**src/rtl/upt_pkg.sv**
```systemverilog
package upt_pkg;
  localparam int PTV_W  = 3;
  localparam int PSC_W  = 1 << PTV_W;
  localparam int CTRL_W = 15;
  localparam int EV_W   = 3;

  localparam int EV_MAT = 0;
  localparam int EV_OVF = 1;
  localparam int EV_CAP = 2;

  typedef enum logic [2:0] {
    RG_CTRL  = 3'd0,
    RG_COUNT = 3'd1,
    RG_LOAD  = 3'd2,
    RG_TRIG  = 3'd3,
    RG_MATCH = 3'd4,
    RG_STAT  = 3'd5,
    RG_IEN   = 3'd6,
    RG_WEN   = 3'd7
  } reg_sel_e;

  // Field order is fixed because the neighbouring units decode ctrl_o.
  typedef struct packed {
    logic       pin_dir;
    logic       capt_second;
    logic       toggle_sel;
    logic [1:0] trig_mode;
    logic [1:0] capt_mode;
    logic       idle_level;
    logic       cmp_en;
    logic       div_en;
    logic [PTV_W-1:0] ptv;
    logic       reload;
    logic       run;
  } ctrl_t;

  // Low-bit mask that the divider counter must fill before a tick.
  function automatic logic [PSC_W-1:0] div_mask(input logic en,
                                                input logic [PTV_W-1:0] ptv);
    logic [PSC_W:0] span;
    span = ((PSC_W+1)'(1) << (32'(ptv) + 1)) - (PSC_W+1)'(1);
    return en ? span[PSC_W-1:0] : '0;
  endfunction

  function automatic logic div_due(input logic [PSC_W-1:0] cnt,
                                   input logic [PSC_W-1:0] mask);
    return (cnt & mask) == mask;
  endfunction
endpackage

```
**src/rtl/upt_prescaler.sv**
```systemverilog
module upt_prescaler
  import upt_pkg::*;
(
  input  logic             clk,
  input  logic             rst_n,
  input  logic             restart,
  input  logic             run,
  input  logic             div_en,
  input  logic [PTV_W-1:0] ptv,
  output logic             tick
);
  logic [PSC_W-1:0] div_q;
  logic [PSC_W-1:0] mask;

  assign mask = div_mask(div_en, ptv);
  assign tick = run && div_due(div_q, mask);

  always_ff @(posedge clk or negedge rst_n) begin
    if (!rst_n)       div_q <= '0;
    else if (restart) div_q <= '0;
    else if (run)     div_q <= div_q + PSC_W'(1);
    else              div_q <= '0;
  end
endmodule

```
**src/rtl/upt_counter.sv**
```systemverilog
module upt_counter #(
  parameter int CNT_W = 32
) (
  input  logic             clk,
  input  logic             rst_n,
  input  logic             tick,
  input  logic             wr_cnt,
  input  logic             wr_trig,
  input  logic [CNT_W-1:0] wdata,
  input  logic [CNT_W-1:0] load_val,
  input  logic [CNT_W-1:0] match_val,
  input  logic             cmp_en,
  input  logic             reload,
  output logic [CNT_W-1:0] cnt_q,
  output logic             ovf_stb,
  output logic             mat_stb,
  output logic             stop_req
);
  localparam logic [CNT_W-1:0] TOP = '1;

  function automatic logic [CNT_W-1:0] step(input logic [CNT_W-1:0] cur,
                                            input logic rl,
                                            input logic [CNT_W-1:0] ld);
    if (cur == TOP) return rl ? ld : '0;
    return cur + CNT_W'(1);
  endfunction

  logic [CNT_W-1:0] cnt_d;
  logic             ovf_d;
  logic             mat_d;

  always_comb begin
    cnt_d = cnt_q;
    ovf_d = 1'b0;
    mat_d = 1'b0;
    if (wr_cnt) begin
      cnt_d = wdata;
    end else if (wr_trig) begin
      cnt_d = load_val;
    end else if (tick) begin
      ovf_d = (cnt_q == TOP);
      cnt_d = step(cnt_q, reload, load_val);
      mat_d = cmp_en && (cnt_d == match_val);
    end
  end

  assign stop_req = ovf_d && !reload;

  always_ff @(posedge clk or negedge rst_n) begin
    if (!rst_n) begin
      cnt_q   <= '0;
      ovf_stb <= 1'b0;
      mat_stb <= 1'b0;
    end else begin
      cnt_q   <= cnt_d;
      ovf_stb <= ovf_d;
      mat_stb <= mat_d;
    end
  end
endmodule

```
**src/rtl/upt_event_unit.sv**
```systemverilog
module upt_event_unit #(
  parameter int N_EV = 3
) (
  input  logic            clk,
  input  logic            rst_n,
  input  logic [N_EV-1:0] ev,
  input  logic [N_EV-1:0] irq_en,
  input  logic [N_EV-1:0] wake_en,
  input  logic            clr_wr,
  input  logic [N_EV-1:0] clr_mask,
  output logic [N_EV-1:0] status,
  output logic            irq,
  output logic            wake
);
  logic [N_EV-1:0] keep;

  assign keep = clr_wr ? ~clr_mask : '1;
  assign irq  = |status;

  always_ff @(posedge clk or negedge rst_n) begin
    if (!rst_n) begin
      status <= '0;
      wake   <= 1'b0;
    end else begin
      status <= (status & keep) | (ev & irq_en);
      wake   <= |(ev & wake_en);
    end
  end
endmodule

```
**src/rtl/upt_timer.sv**
```systemverilog
module upt_timer
  import upt_pkg::*;
#(
  parameter int CNT_W  = 32,
  parameter int ADDR_W = 3
) (
  input  logic              clk,
  input  logic              rst_n,
  input  logic [ADDR_W-1:0] bus_addr,
  input  logic [CNT_W-1:0]  bus_wdata,
  input  logic              bus_we,
  input  logic              bus_re,
  output logic [CNT_W-1:0]  bus_rdata,
  input  logic              capt_evt_i,
  output logic [CTRL_W-1:0] ctrl_o,
  output logic              ovf_o,
  output logic              mat_o,
  output logic              irq_o,
  output logic              wake_o
);
  ctrl_t            ctrl_q;
  logic [CNT_W-1:0] load_q, match_q, cnt_q, rd_mux;
  logic [EV_W-1:0]  ien_q, wen_q, status, ev;
  logic             wr_ctrl, wr_cnt, wr_load, wr_trig, wr_match, wr_stat, wr_ien, wr_wen;
  logic             tick, ovf_stb, mat_stb, stop_req;

  assign wr_ctrl  = bus_we && (bus_addr == ADDR_W'(RG_CTRL));
  assign wr_cnt   = bus_we && (bus_addr == ADDR_W'(RG_COUNT));
  assign wr_load  = bus_we && (bus_addr == ADDR_W'(RG_LOAD));
  assign wr_trig  = bus_we && (bus_addr == ADDR_W'(RG_TRIG));
  assign wr_match = bus_we && (bus_addr == ADDR_W'(RG_MATCH));
  assign wr_stat  = bus_we && (bus_addr == ADDR_W'(RG_STAT));
  assign wr_ien   = bus_we && (bus_addr == ADDR_W'(RG_IEN));
  assign wr_wen   = bus_we && (bus_addr == ADDR_W'(RG_WEN));

  always_ff @(posedge clk or negedge rst_n) begin
    if (!rst_n) begin
      ctrl_q  <= '0;
      load_q  <= '0;
      match_q <= '0;
      ien_q   <= '0;
      wen_q   <= '0;
    end else begin
      if (wr_ctrl)       ctrl_q     <= ctrl_t'(bus_wdata[CTRL_W-1:0]);
      else if (stop_req) ctrl_q.run <= 1'b0;
      if (wr_load)  load_q  <= bus_wdata;
      if (wr_match) match_q <= bus_wdata;
      if (wr_ien)   ien_q   <= bus_wdata[EV_W-1:0];
      if (wr_wen)   wen_q   <= bus_wdata[EV_W-1:0];
    end
  end

  upt_prescaler u_div (
    .clk    (clk),
    .rst_n  (rst_n),
    .restart(wr_ctrl),
    .run    (ctrl_q.run),
    .div_en (ctrl_q.div_en),
    .ptv    (ctrl_q.ptv),
    .tick   (tick)
  );

  upt_counter #(.CNT_W(CNT_W)) u_cnt (
    .clk      (clk),
    .rst_n    (rst_n),
    .tick     (tick),
    .wr_cnt   (wr_cnt),
    .wr_trig  (wr_trig),
    .wdata    (bus_wdata),
    .load_val (load_q),
    .match_val(match_q),
    .cmp_en   (ctrl_q.cmp_en),
    .reload   (ctrl_q.reload),
    .cnt_q    (cnt_q),
    .ovf_stb  (ovf_stb),
    .mat_stb  (mat_stb),
    .stop_req (stop_req)
  );

  always_comb begin
    ev         = '0;
    ev[EV_MAT] = mat_stb;
    ev[EV_OVF] = ovf_stb;
    ev[EV_CAP] = capt_evt_i;
  end

  upt_event_unit #(.N_EV(EV_W)) u_evt (
    .clk     (clk),
    .rst_n   (rst_n),
    .ev      (ev),
    .irq_en  (ien_q),
    .wake_en (wen_q),
    .clr_wr  (wr_stat),
    .clr_mask(bus_wdata[EV_W-1:0]),
    .status  (status),
    .irq     (irq_o),
    .wake    (wake_o)
  );

  always_comb begin
    case (bus_addr)
      ADDR_W'(RG_CTRL):  rd_mux = CNT_W'(ctrl_q);
      ADDR_W'(RG_COUNT): rd_mux = cnt_q;
      ADDR_W'(RG_LOAD):  rd_mux = load_q;
      ADDR_W'(RG_TRIG):  rd_mux = '1;
      ADDR_W'(RG_MATCH): rd_mux = match_q;
      ADDR_W'(RG_STAT):  rd_mux = CNT_W'(status);
      ADDR_W'(RG_IEN):   rd_mux = CNT_W'(ien_q);
      ADDR_W'(RG_WEN):   rd_mux = CNT_W'(wen_q);
      default:           rd_mux = '0;
    endcase
  end

  always_ff @(posedge clk or negedge rst_n) begin
    if (!rst_n)      bus_rdata <= '0;
    else if (bus_re) bus_rdata <= rd_mux;
  end

  assign ctrl_o = ctrl_q;
  assign ovf_o  = ovf_stb;
  assign mat_o  = mat_stb;
endmodule

```
**config.mk**
```make
export PLATFORM = sky130hd
export DESIGN_NAME = upt_timer
export DESIGN_NICKNAME = d
export VERILOG_FILES = /design/src/rtl/upt_pkg.sv /design/src/rtl/upt_prescaler.sv /design/src/rtl/upt_counter.sv /design/src/rtl/upt_event_unit.sv /design/src/rtl/upt_timer.sv
export SDC_FILE = /design/constraint.sdc
export NUM_CORES = 1
export LEC_CHECK = 0
export CORE_MARGIN = 5
export CORE_UTILIZATION = 32
export DETAILED_ROUTE_END_ITERATION = 6
export PLACE_DENSITY_LB_ADDON = 0.2
export RECOVER_POWER = 25
export SKIP_LAST_GASP = 1
export SLEW_MARGIN = 20
export SYNTH_ARGS = -nofsm -noshare
export SYNTH_HDL_FRONTEND = slang
export SYNTH_HIERARCHICAL = 1
export SYNTH_SLANG_ARGS = --single-unit
```
**constraint.sdc**
```tcl
create_clock -name clk -period 3.1 [get_ports clk]
set_clock_uncertainty 0.1 [all_clocks]
set_input_delay 0.775 -clock clk [delete_from_list [all_inputs] [get_ports clk]]
set_output_delay 0.775 -clock clk [all_outputs]
set_load 0.01 [all_outputs]
```
==> reports/metrics.yaml, run 1 <==
run_status:
  outcome: "finished, final reports clean"
critical_path:
  worstReg2RegStart: "u_cnt/cnt_q[21]$_DFFE_PN0P_"
  critPathKind: "reg2reg"
  startpoint_type: "flop"
  cp_cell_sequence: "nand4_2 -> or3_1 -> buf_4 -> or3_4 -> buf_12 -> buf_4 -> and3_1 -> o311ai_0 -> nor4_2 -> nand4_1 -> nor4_2"
  crit_buf_inv: 3
  max_stage_delay_ns: 0.51
  crit_slowest_cell: "or3_1"
  required_ns: 3.31
  path_delay_family: "simple AND/OR/NAND/NOR gates"
  cp.arrival_ns: 3.27
  crit_start: "u_cnt/cnt_q[21]$_DFFE_PN0P_"
  cp-end-kind: "flop"
  worstPathMaxFanout: 8
layout:
  final_cells: 1589
  final_nets: 1229
  num_antenna_cells: 0
  drive_gt1_share_pct: 20.4
  area.growth.synth_to_final_pct: 26.0
  fin_area_um2: 12200
  fillerInstances: 2975
synthesis:
  synth_edf_count: 0
  synth.distinct_cells: 81
  synth_area_um2: 9670
  seq_area_frac_synth_pct: 42.2
  synthTopCellsByCount: "dfrtp_1 (163), o21ai_0 (135), nand2_1 (118)"
  synth_most_common_cell: "dfrtp_1"
  synth_ff_type: "dfrtp_1"
  synth_nets: 1091
  ys_top_cells_by_area: "dfrtp_1 (42%), mux2_2 (8.0%), o21ai_0 (7.0%), nand2_1 (4.6%), a21oi_1 (3.1%)"
  ys_ff_latch: 163
  syn_inst: 1048
  synth_top_cell_area_share_pct: 42.2
  synth.largest_area_cell: "dfrtp_1"
  synthArstFlopShare_pct: 100
  synth_warnings: 6
  syn_avg_cell_area_um2: 9.23
drt:
  routedWlPerCell_um: 21.0
  viasPerCell: 5.60
  drt-initial-drc-count: 790
  route.antenna.remaining_nets: 0
  dr.pass1.iters: 5
  finalWirelength_mm: 33.4
  drc: 0
  vias: 8892
placed_design:
  gp_congestion: 0.979
  place_inst: 1553
  placed_area_um2: 11500
  place_hpwl_mm: 24.4
  portBuffers: 90
global_route:
  met2_usage_pct: 30.5
  top_usage_layer: "met2"
  grt_pass1_wl_mm: 52.5
  grtUsageMet3_pct: 3.42
  grt_max_degree: 64
  grt_util_met1_pct: 28.0
  grt_use_total_pct: 19.7
  overflow: 0
  antenna_found_initial: 0
  first_global_vias: 8688
floorplanning:
  row_count: 63
  initial_utilization_pct: 32.5
  core_area_um2: 29700
  dieHeight_um: 184
  dieWidth_um: 184
  boundaryPins: 91
  dieArea_um2: 33800
timing:
  fin_setup_tns_ns: 0
  rsz0062_at_grt: "true"
  final_max_slew_viol_count: 0
  tightest_slew_ns: 1.31
  setup_viol: 0
  hold_slack_ns: 0.381
  period_minus_slack_ns: 3.06
  fmax_ghz: 0.326
  hold_viol: 0
  slew-limit-headroom_pct: 12.7
  post-route-period-util_pct: 98.8
worst_hold_path:
  min-delay-path-class: "reg2reg"
  hold_start: "u_div/div_q[0]$_DFF_PN0_"
power_and_ir_drop:
  powerDensity_nw_per_um2: 687
  finalPower_mw: 8.37
  p_leak_nw: 4.90
  ir_drop_mv: 0.391
cts:
  cts_root_buf: "clkbuf_16"
  htree_levels: 4
  clock-sinks: 163
  hold_buffers: 0
  clk_path_buf_depth: 2
  clk_pin_slew_worst_paths_ns: 0.07
  numCtsBuffers: 17
  tritoncts: "done"
  clk-insertion-delay-late_ns: 0.43
job:
  drv_cap: 0
per-stage QoR:
step,worst slack (ns),util [%]
after floorplan,0.00743,-
final,0.0362,41.0
after CTS,0.00959,40.9
after detailed placement,-0.182,38.8
after global routing,-0.0824,41.0
after global placement,-0.194,38.8
placed cells by master (no fill, tap or decap), types with 7 or more instances in the layout:
| master | n |
|---|---|
| xor2_1 | 19 |
| o211ai_1 | 12 |
| clkbuf_16 | 17 |
| o22ai_1 | 12 |
| mux2_2 | 69 |
| o221a_1 | 7 |
| a21oi_1 | 58 |
| xnor2_1 | 16 |
| nor2b_1 | 15 |
| o21ai_0 | 135 |
| nor2_1 | 55 |
| nand2b_1 | 24 |
| nor4_1 | 8 |
| buf_12 | 7 |
| a221o_1 | 8 |
| mux2i_1 | 7 |
| a31o_1 | 7 |
| a221oi_1 | 7 |
| nand2_1 | 118 |
| nand3_1 | 26 |
| and3_1 | 10 |
| inv_1 | 33 |
| buf_4 | 89 |
| clkdlybuf4s50_1 | 86 |
| nor3_1 | 10 |
| dfrtp_1 | 162 |
| nand4_1 | 18 |
layout make-up:
cell class | instances | area, um2 | area share, %
multi-input cells | 782 | 5210 | 42.8
clock buffers | 20 | 447 | 3.67
well taps | 390 | 488 | 4.00
clock inverters | 12 | 133 | 1.09
inverters | 35 | 131 | 1.08
repair buffers | 187 | 1690 | 13.9
flip-flops and latches | 163 | 4080 | 33.5
final timing paths:
check                                              end  slack (ns)  cells past startpoint
setup / recovery               u_cnt/mat_stb$_DFF_PN0_        0.04                     11
hold / removal                u_div/div_q[0]$_DFF_PN0_        0.38                      1
setup reg to reg               u_cnt/mat_stb$_DFF_PN0_        0.04                     11
hold reg to reg               u_div/div_q[0]$_DFF_PN0_        0.38                      1
max in group asynchronous  u_cnt/cnt_q[18]$_DFFE_PN0P_        0.49                      2
min in group asynchronous     u_div/div_q[6]$_DFF_PN0_        0.52                      1
logic make-up (layout without fill, tap and decap cells):
kind of cell	after synthesis	in the layout	synth area share, %
simple gates	331	331	17.4
compound gates	327	327	21.9
flops	163	163	42.2
buf+inv	103	254	4.71
mux	84	84	9.92
xor+xnor	36	36	3.40
fa+ha+maj	3	3	0.388
other cells	1	1	0.0388
state kept, by name (all words and copies together) (netlist names), 3 cells and up:
signal,cells
ien_q,3
bus_rdata,32
wen_q,3
ctrl_o,15
u_evt/status,3
load_q,32
match_q,32
u_div/div_q,8
u_cnt/cnt_q,32
where the power goes:
group	internal (mW)	switching, mW	total, mW	leakage (nW)
Sequential	2.63	0.580	3.21	2.04
Clock	1.21	0.929	2.14	0.276
Combinational	1.47	1.54	3.01	2.59
per-layer routing:
metal / wire, um / up-vias
met5: 0 / -
met3: 2140 / 46
met1: 15500 / 4389
li1: - / 4125
met4: 711 / 0
met2: 15100 / 332
what timing repair did:
action,4_1_cts,5_1_grt
pin swaps,7,8
gates resized for setup,5,5
buffers inserted,0,4
endpoints found under the setup margin,1,7
No activity file was read; power rests on OpenSTA's default activity.
==> inputs of run 2 (changes only) <==
CORE_ASPECT_RATIO = 1.4   (was default)
SYNTH_HIERARCHICAL = default   (was 1)
==> run 2 against run 1 <==
Net effect: the run now ends with negative setup slack left; wire length decreased by 1.4%; design area hardly changed; sequential share of layout area about the same; clock power is 10% higher; core utilization is 0.52 points higher; via count fell by 1.1%; setup slack got worse by 0.062 ns; first-iteration DRC count is 27% lower; combinational power barely moved; hold slack better by 0.026 ns; critical path type unchanged; area after synthesis down 1.3%.
==> reports/metrics.yaml, run 2 <==
synthesis:
  synth_edf_count: 0  # unchanged
  synth-simple-area-share_pct: 19.1  # +1.6 points
  synth_top_cell_area_share_pct: 42.7  # +0.56 points
  synth-compound-area-share_pct: 19.7  # -2.2 points
  synth.largest_area_cell: "dfrtp_1"
  synth_xor_area_share_pct: 4.27  # +0.87 points
  synthTopCellsByCount: "dfrtp_1 (163), nand2_1 (152), o21ai_0 (122)"
  synth-adder-area-share_pct: 0.393  # +0.0052 points
  synth_nets: 1128  # +3.4%
  synthArstFlopShare_pct: 100  # unchanged
  synth_top_family_by_area: "compound AO/OA/AOI/OAI gates"
  synthMuxAreaShare_pct: 8.89  # -1.0 points
  seq_area_frac_synth_pct: 42.7  # +0.56 points
  synth.distinct_cells: 73  # -9.9%
  synth_warnings: 0  # -6
  syn_avg_cell_area_um2: 8.80  # -4.7%
  synth_area_um2: 9540  # -1.3%
  synth_ff_type: "dfrtp_1"
  syn_inst: 1085  # +3.5%
  ys_top_cells_by_area: "dfrtp_1 (43%), mux2_2 (7.8%), o21ai_0 (6.4%), nand2_1 (6.0%), a21oi_1 (4.6%)"
  ys_ff_latch: 163  # unchanged
  synth_most_common_cell: "dfrtp_1"
cts:
  clk-insertion-delay-late_ns: 0.45  # +0.02 ns
  htree_levels: 4  # unchanged
  clock-sinks: 163  # unchanged
  numCtsBuffers: 17  # unchanged
  clk_pin_slew_worst_paths_ns: 0.06  # about the same
  tritoncts: "done"
  cts_root_buf: "clkbuf_16"
  hold_buffers: 0  # unchanged
  clk_path_buf_depth: 2  # unchanged
timing:
  hold_slack_ns: 0.408  # +0.0262 ns
  period_minus_slack_ns: 3.13  # +0.0618 ns
  fin_setup_tns_ns: -0.0256  # -0.0256 ns
  worst_slack_ns: -0.0256  # -0.0618 ns
  fmax_ghz: 0.320  # -2.0%
  post-route-period-util_pct: 101  # +2.0 points
  rsz0062_at_grt: "true"
  setup_viol: 1  # +1
  final_max_slew_viol_count: 0  # unchanged
  slew-limit-headroom_pct: 16.7  # +3.9 points
  hold_viol: 0  # unchanged
  tightest_slew_ns: 1.25  # -0.0590 ns
floorplanning:
  dieHeight_um: 214  # +17%
  boundaryPins: 91  # unchanged
  dieArea_um2: 33400  # -1.1%
  row_count: 74  # +17%
  initial_utilization_pct: 32.5  # about the same
  dieWidth_um: 156  # -15%
  core_area_um2: 29400  # -1.2%
drt:
  routedWlPerCell_um: 20.4  # -3.1%
  drt-initial-drc-count: 573  # -27%
  viasPerCell: 5.44  # -2.7%
  dr.pass1.iters: 7  # +2
  vias: 8798  # -1.1%
  drc: 0  # unchanged
  route.antenna.remaining_nets: 0  # unchanged
  finalWirelength_mm: 33.0  # -1.4%
power_and_ir_drop:
  finalPower_mw: 8.53  # +1.9%
  powerDensity_nw_per_um2: 700  # +1.9%
  p_leak_nw: 5.02  # +2.3%
  ir_drop_mv: 0.388  # -0.80%
layout:
  fin_area_um2: 12200  # about the same
  fillerInstances: 2967  # -0.27%
  most-common-layout-cells: "dfrtp_1 (163), nand2_1 (152), o21ai_0 (122)"
  final_common_cell: "dfrtp_1"
  fin_util_pct: 41.5  # +0.52 points
  num_antenna_cells: 0  # unchanged
  drive_gt1_share_pct: 19.1  # -1.3 points
  final_nets: 1266  # +3.0%
  area.growth.synth_to_final_pct: 27.7
critical_path:
  startpoint_type: "flop"
  worstPathMaxFanout: 6  # -2
  critPathKind: "reg2reg"
  cp.arrival_ns: 3.40  # +0.13 ns
  required_ns: 3.37  # +0.06 ns
  cp-end-kind: "flop"
global_route:
  overflow: 0  # unchanged
  grt_pass1_wl_mm: 51.9  # -1.2%
  first_global_vias: 8731  # +0.49%
  antenna_found_initial: 0  # unchanged
  grt_max_degree: 50  # -22%
  grt_use_total_pct: 19.8  # +0.16 points
placed_design:
  gp_congestion: 0.940  # -4.0%
  placed_area_um2: 11500  # unchanged
  portBuffers: 90  # unchanged
  place_hpwl_mm: 25.0  # +2.5%
run_status:
  failed_checks: "negative setup slack"
  outcome: "complete, but fails checks"
worst_hold_path:
  min-delay-path-class: "reg2reg"
job:
  drv_cap: 0  # unchanged
## run 2: through the flow
step	setup WS, ns	cells
CTS	0.0285	1616
global placement	-0.102	1584
floorplan	0.0223	1085
finish	-0.0256	1616
detailed placement	-0.133	1584
global route	-0.0807	1616
## run 2: path summary, 6_finish.rpt
| check | from | end | slack [ns] | depth (start not counted) |
|---|---|---|---|---|
| max in group asynchronous | rst_n | u_evt.wake$_DFF_PN0_ | 0.71 | 2 |
| worst max register to register | u_cnt.cnt_q[0]$_DFFE_PN0P_ | u_cnt.mat_stb$_DFF_PN0_ | -0.03 | 11 |
| min in group asynchronous | rst_n | bus_rdata[20]$_DFFE_PN0P_ | 0.50 | 1 |
| worst min register to register | bus_rdata[14]$_DFFE_PN0P_ | bus_rdata[14]$_DFFE_PN0P_ | 0.41 | 1 |
| worst max-delay path | u_cnt.cnt_q[0]$_DFFE_PN0P_ | u_cnt.mat_stb$_DFF_PN0_ | -0.03 | 11 |
| worst min-delay path | bus_rdata[14]$_DFFE_PN0P_ | bus_rdata[14]$_DFFE_PN0P_ | 0.41 | 1 |
## run 2: final cells by class
cell class / count / area, um2 / area share [%]
multi-input cells: 807 / 5040 / 41.4
clock buffers: 19 / 443 / 3.63
well taps: 380 / 475 / 3.90
clock inverters: 13 / 208 / 1.70
inverters: 28 / 105 / 0.863
flip-flops and latches: 163 / 4080 / 33.5
repair buffers: 206 / 1830 / 15.0
## run 2: logic make-up (layout without fill, tap and decap cells)
logic type      after synthesis  in the layout
compound gates              308            308
buf+inv                     115            266
other cells                   1              1
mux                          74             74
xor+xnor                     45             45
flops                       163            163
fa+ha+maj                     3              3
simple gates                376            376
## run 2: power breakdown
| part | switching [mW] | internal [mW] | leakage (nW) | total, mW |
|---|---|---|---|---|
| sequential | 0.529 | 2.63 | 2.02 | 3.16 |
| combinational | 1.56 | 1.45 | 2.68 | 3.01 |
| clock | 0.911 | 1.45 | 0.317 | 2.36 |
## run 2: layer usage
metal	routed length, um	part of all wire, %	GRT usage (%)	vias up
met5	0	0	0	-
met3	1210	3.7	3.09	43
met1	13900	42	24.9	4370
met2	17000	52	34.2	212
li1	-	-	-	4173
met4	834	2.5	6.89	0
## run 2: worst max-delay path, stage by stage, from the launching register on
cell,delay [ns]
dfrtp_1,0.38
ha_1,0.23
buf_4,0.16
and4_1,0.21
nand3_1,0.28
buf_4,0.23
nor3_1,0.06
o32ai_1,0.34
o2111ai_1,0.16
or4b_1,0.54
nor4_1,0.16
and4b_1,0.22
## run 2: what timing repair did
| item | 4_1_cts | 5_1_grt |
|---|---|---|
| setup endpoints to repair | 1 | 1 |
| hold endpoints to repair | 0 | 0 |
| gates resized for setup | 2 | 1 |
| buffers inserted | 0 | 0 |
| pin swaps | 6 | 0 |
==> inputs of run 3 (changes only) <==
clock period = 2.8 ns   (was 3.1 ns; I/O delays follow)
==> run 3 against run 2 <==
Net effect: the flow finishes with violations (design-rule violations, max-capacitance violations, max-slew violations, negative setup slack); via count up 5.4%; wire length up 9.3%; non-clock buffer count up 64; largest cell class unchanged; largest power group is now combinational logic; sequential share of layout area down 2.4 points; power up 18%; critical endpoint unchanged; core utilization up 3.2 points; design area up 7.8%; sequential cell count unchanged; clock power about the same.
==> reports/metrics.yaml, run 3 (synthesis results as in run 2) <==
run_status:
  outcome: "complete, but fails checks"
  failed_checks: "design-rule violations, max-capacitance violations, max-slew violations, negative setup slack"
global_route:
  antenna_found_initial: 0  # unchanged
  overflow: 0  # unchanged
  grt_pass1_wl_mm: 55.6  # +7.2%
  grt_use_total_pct: 21.3  # +1.5 points
  first_global_vias: 9339  # +7.0%
  grt_max_degree: 69  # +38%
cts:
  tritoncts: "done"
  clock-sinks: 163  # unchanged
  clk_path_buf_depth: 2  # unchanged
  cts_root_buf: "clkbuf_16"
  clk-insertion-delay-late_ns: 0.44  # about the same
  numCtsBuffers: 17  # unchanged
  clk_pin_slew_worst_paths_ns: 0.07  # about the same
  hold_buffers: 0  # unchanged
  htree_levels: 4  # unchanged
drt:
  vias: 9277  # +5.4%
  finalWirelength_mm: 36.0  # +9.3%
  routedWlPerCell_um: 21.4  # +5.1%
  dr.pass1.iters: 7  # unchanged
  drt-initial-drc-count: 740  # +29%
  drc: 9  # +9
  route.antenna.remaining_nets: 0  # unchanged
  viasPerCell: 5.52  # +1.4%
critical_path:
  startpoint_type: "flop"
  cp-end-kind: "flop"
  rr_endpoint: "u_cnt.mat_stb$_DFF_PN0_"
  worstPathMaxFanout: 4  # -2
  cp.arrival_ns: 3.42  # +0.02 ns
  crit_start: "ctrl_o[3]$_DFFE_PN0P_"
  worstReg2RegStart: "ctrl_o[3]$_DFFE_PN0P_"
  required_ns: 3.07  # -0.30 ns
  ff2ff_path_depth: 11  # unchanged
  critPathKind: "reg2reg"
  ff2ff_setup_slack_ns: -0.35  # -0.33 ns
placed_design:
  place_hpwl_mm: 26.6  # +6.2%
  gp_congestion: 0.944  # +0.43%
  place_inst: 1633  # +3.1%
  portBuffers: 90  # unchanged
worst_hold_path:
  holdPathStages: 2  # +1
  hold_start: "ctrl_o[7]$_DFFE_PN0P_"
  hold_path_end: "ctrl_o[7]$_DFFE_PN0P_"
  min-delay-path-class: "reg2reg"
timing:
  period_minus_slack_ns: 3.15  # +0.0274 ns
  post-route-period-util_pct: 113  # +12 points
  hold_slack_ns: 0.411  # +0.00349 ns
  tightest_slew_ns: 1.80  # +0.548 ns
  slew-limit-headroom_pct: -19.9  # -37 points
  fmax_ghz: 0.317  # -0.87%
  final_max_slew_viol_count: 68  # +68
  setup_viol: 32  # +31
  rsz0062_at_grt: "true"
  hold_viol: 0  # unchanged
  worst_slack_ns: -0.353  # -0.327 ns
layout:
  area.growth.synth_to_final_pct: 37.6
  final_nets: 1330  # +5.1%
  num_antenna_cells: 0  # unchanged
  final_common_cell: "dfrtp_1"
  drive_gt1_share_pct: 27.7  # +8.6 points
  most-common-layout-cells: "dfrtp_1 (163), buf_4 (153), nand2_1 (125)"
  final_cells: 1680  # +4.0%
  fin_util_pct: 44.7  # +3.2 points
power_and_ir_drop:
  powerDensity_nw_per_um2: 767  # +9.6%
  finalPower_mw: 10.1  # +18%
  p_leak_nw: 5.50  # +9.6%
  ir_drop_mv: 0.440  # +13%
floorplanning:
  row_count: 74  # unchanged
  boundaryPins: 91  # unchanged
  initial_utilization_pct: 32.5  # unchanged
  dieWidth_um: 156  # unchanged
  dieArea_um2: 33400  # unchanged
  core_area_um2: 29400  # unchanged
  dieHeight_um: 214  # unchanged
job:
  drv_cap: 1  # +1
run 3: changes by cell type in the layout (fill, tap and decap cells not counted), moves of 5 or more:
cell / change
nand2_1: -27
o21ai_2: +19
clkinvlp_4: +5
nand2_4: +18
o21ai_1: +8
o21ai_0: -29
buf_4: +46
inv_6: +5
nand2_2: +9
run 3: power breakdown:
group	internal [mW]	switching (mW)	total [mW]
clock network	1.33	1.06	2.39
logic	2.05	2.19	4.25
registers	2.91	0.529	3.44
total	6.29	3.78	10.1
run 3: metal layers:
metal | wire (um) | part of all wire [%] | GRT usage (%) | vias up
li1 | - | - | - | 4320
met1 | 14700 | 41 | 26.2 | 4608
met2 | 18500 | 51 | 37.4 | 265
met3 | 1350 | 3.7 | 3.15 | 84
met4 | 1510 | 4.2 | 7.85 | 0
met5 | 0 | 0 | 0 | -
run 3: how the worst max path moves through the flow:
stage / end / slack (ns) / cells past startpoint
3_5_place_dp: u_cnt.mat_stb$_DFF_PN0_ / -0.44 / 9
4_1_cts: u_cnt.mat_stb$_DFF_PN0_ / -0.36 / 9
5_1_grt: u_cnt.mat_stb$_DFF_PN0_ / -0.44 / 11
3_3_place_gp: u_cnt.mat_stb$_DFF_PN0_ / -0.38 / 9
6_report: u_cnt.mat_stb$_DFF_PN0_ / -0.35 / 11
2_1_floorplan: u_cnt.mat_stb$_DFF_PN0_ / 0.02 / 10
run 3: area by class of cell:
| class | instances | area, um2 |
|---|---|---|
| repair buffers | 270 | 2470 |
| inverters | 28 | 105 |
| fillers | 2898 | 16200 |
| multi-input cells | 807 | 5410 |
| clock inverters | 14 | 154 |
| flip-flops and latches | 163 | 4080 |
| well taps | 380 | 475 |
| clock buffers | 18 | 429 |
run 3: what timing repair did:
item / 4_1_cts / 5_1_grt
pin swaps: 12 / 29
gates resized for setup: 50 / 91
setup endpoints to repair: 34 / 35
gates cloned: 6 / 2
buffers inserted: 5 / 9
run 3: worst max-delay path, cell delays in order, from the launching register on:
cell	delay (ns)
dfrtp_1	0.38
or3_4	0.40
ha_4	0.18
buf_6	0.12
nor3b_1	0.13
o21bai_1	0.16
a21oi_2	0.09
o41ai_4	0.39
nand4_1	0.21
or4b_4	0.54
nor4_2	0.20
and4b_1	0.21
run 3: through the flow:
step	setup TNS [ns]	setup slack (ns)	area (um2)
6_report	-3.64	-0.353	13100
5_1_grt	-5.97	-0.438	13100
4_1_cts	-5.05	-0.363	12900
3_5_place_dp	-2.91	-0.437	11900
3_3_place_gp	-2.25	-0.384	11900
2_1_floorplan	0	0.0240	9580
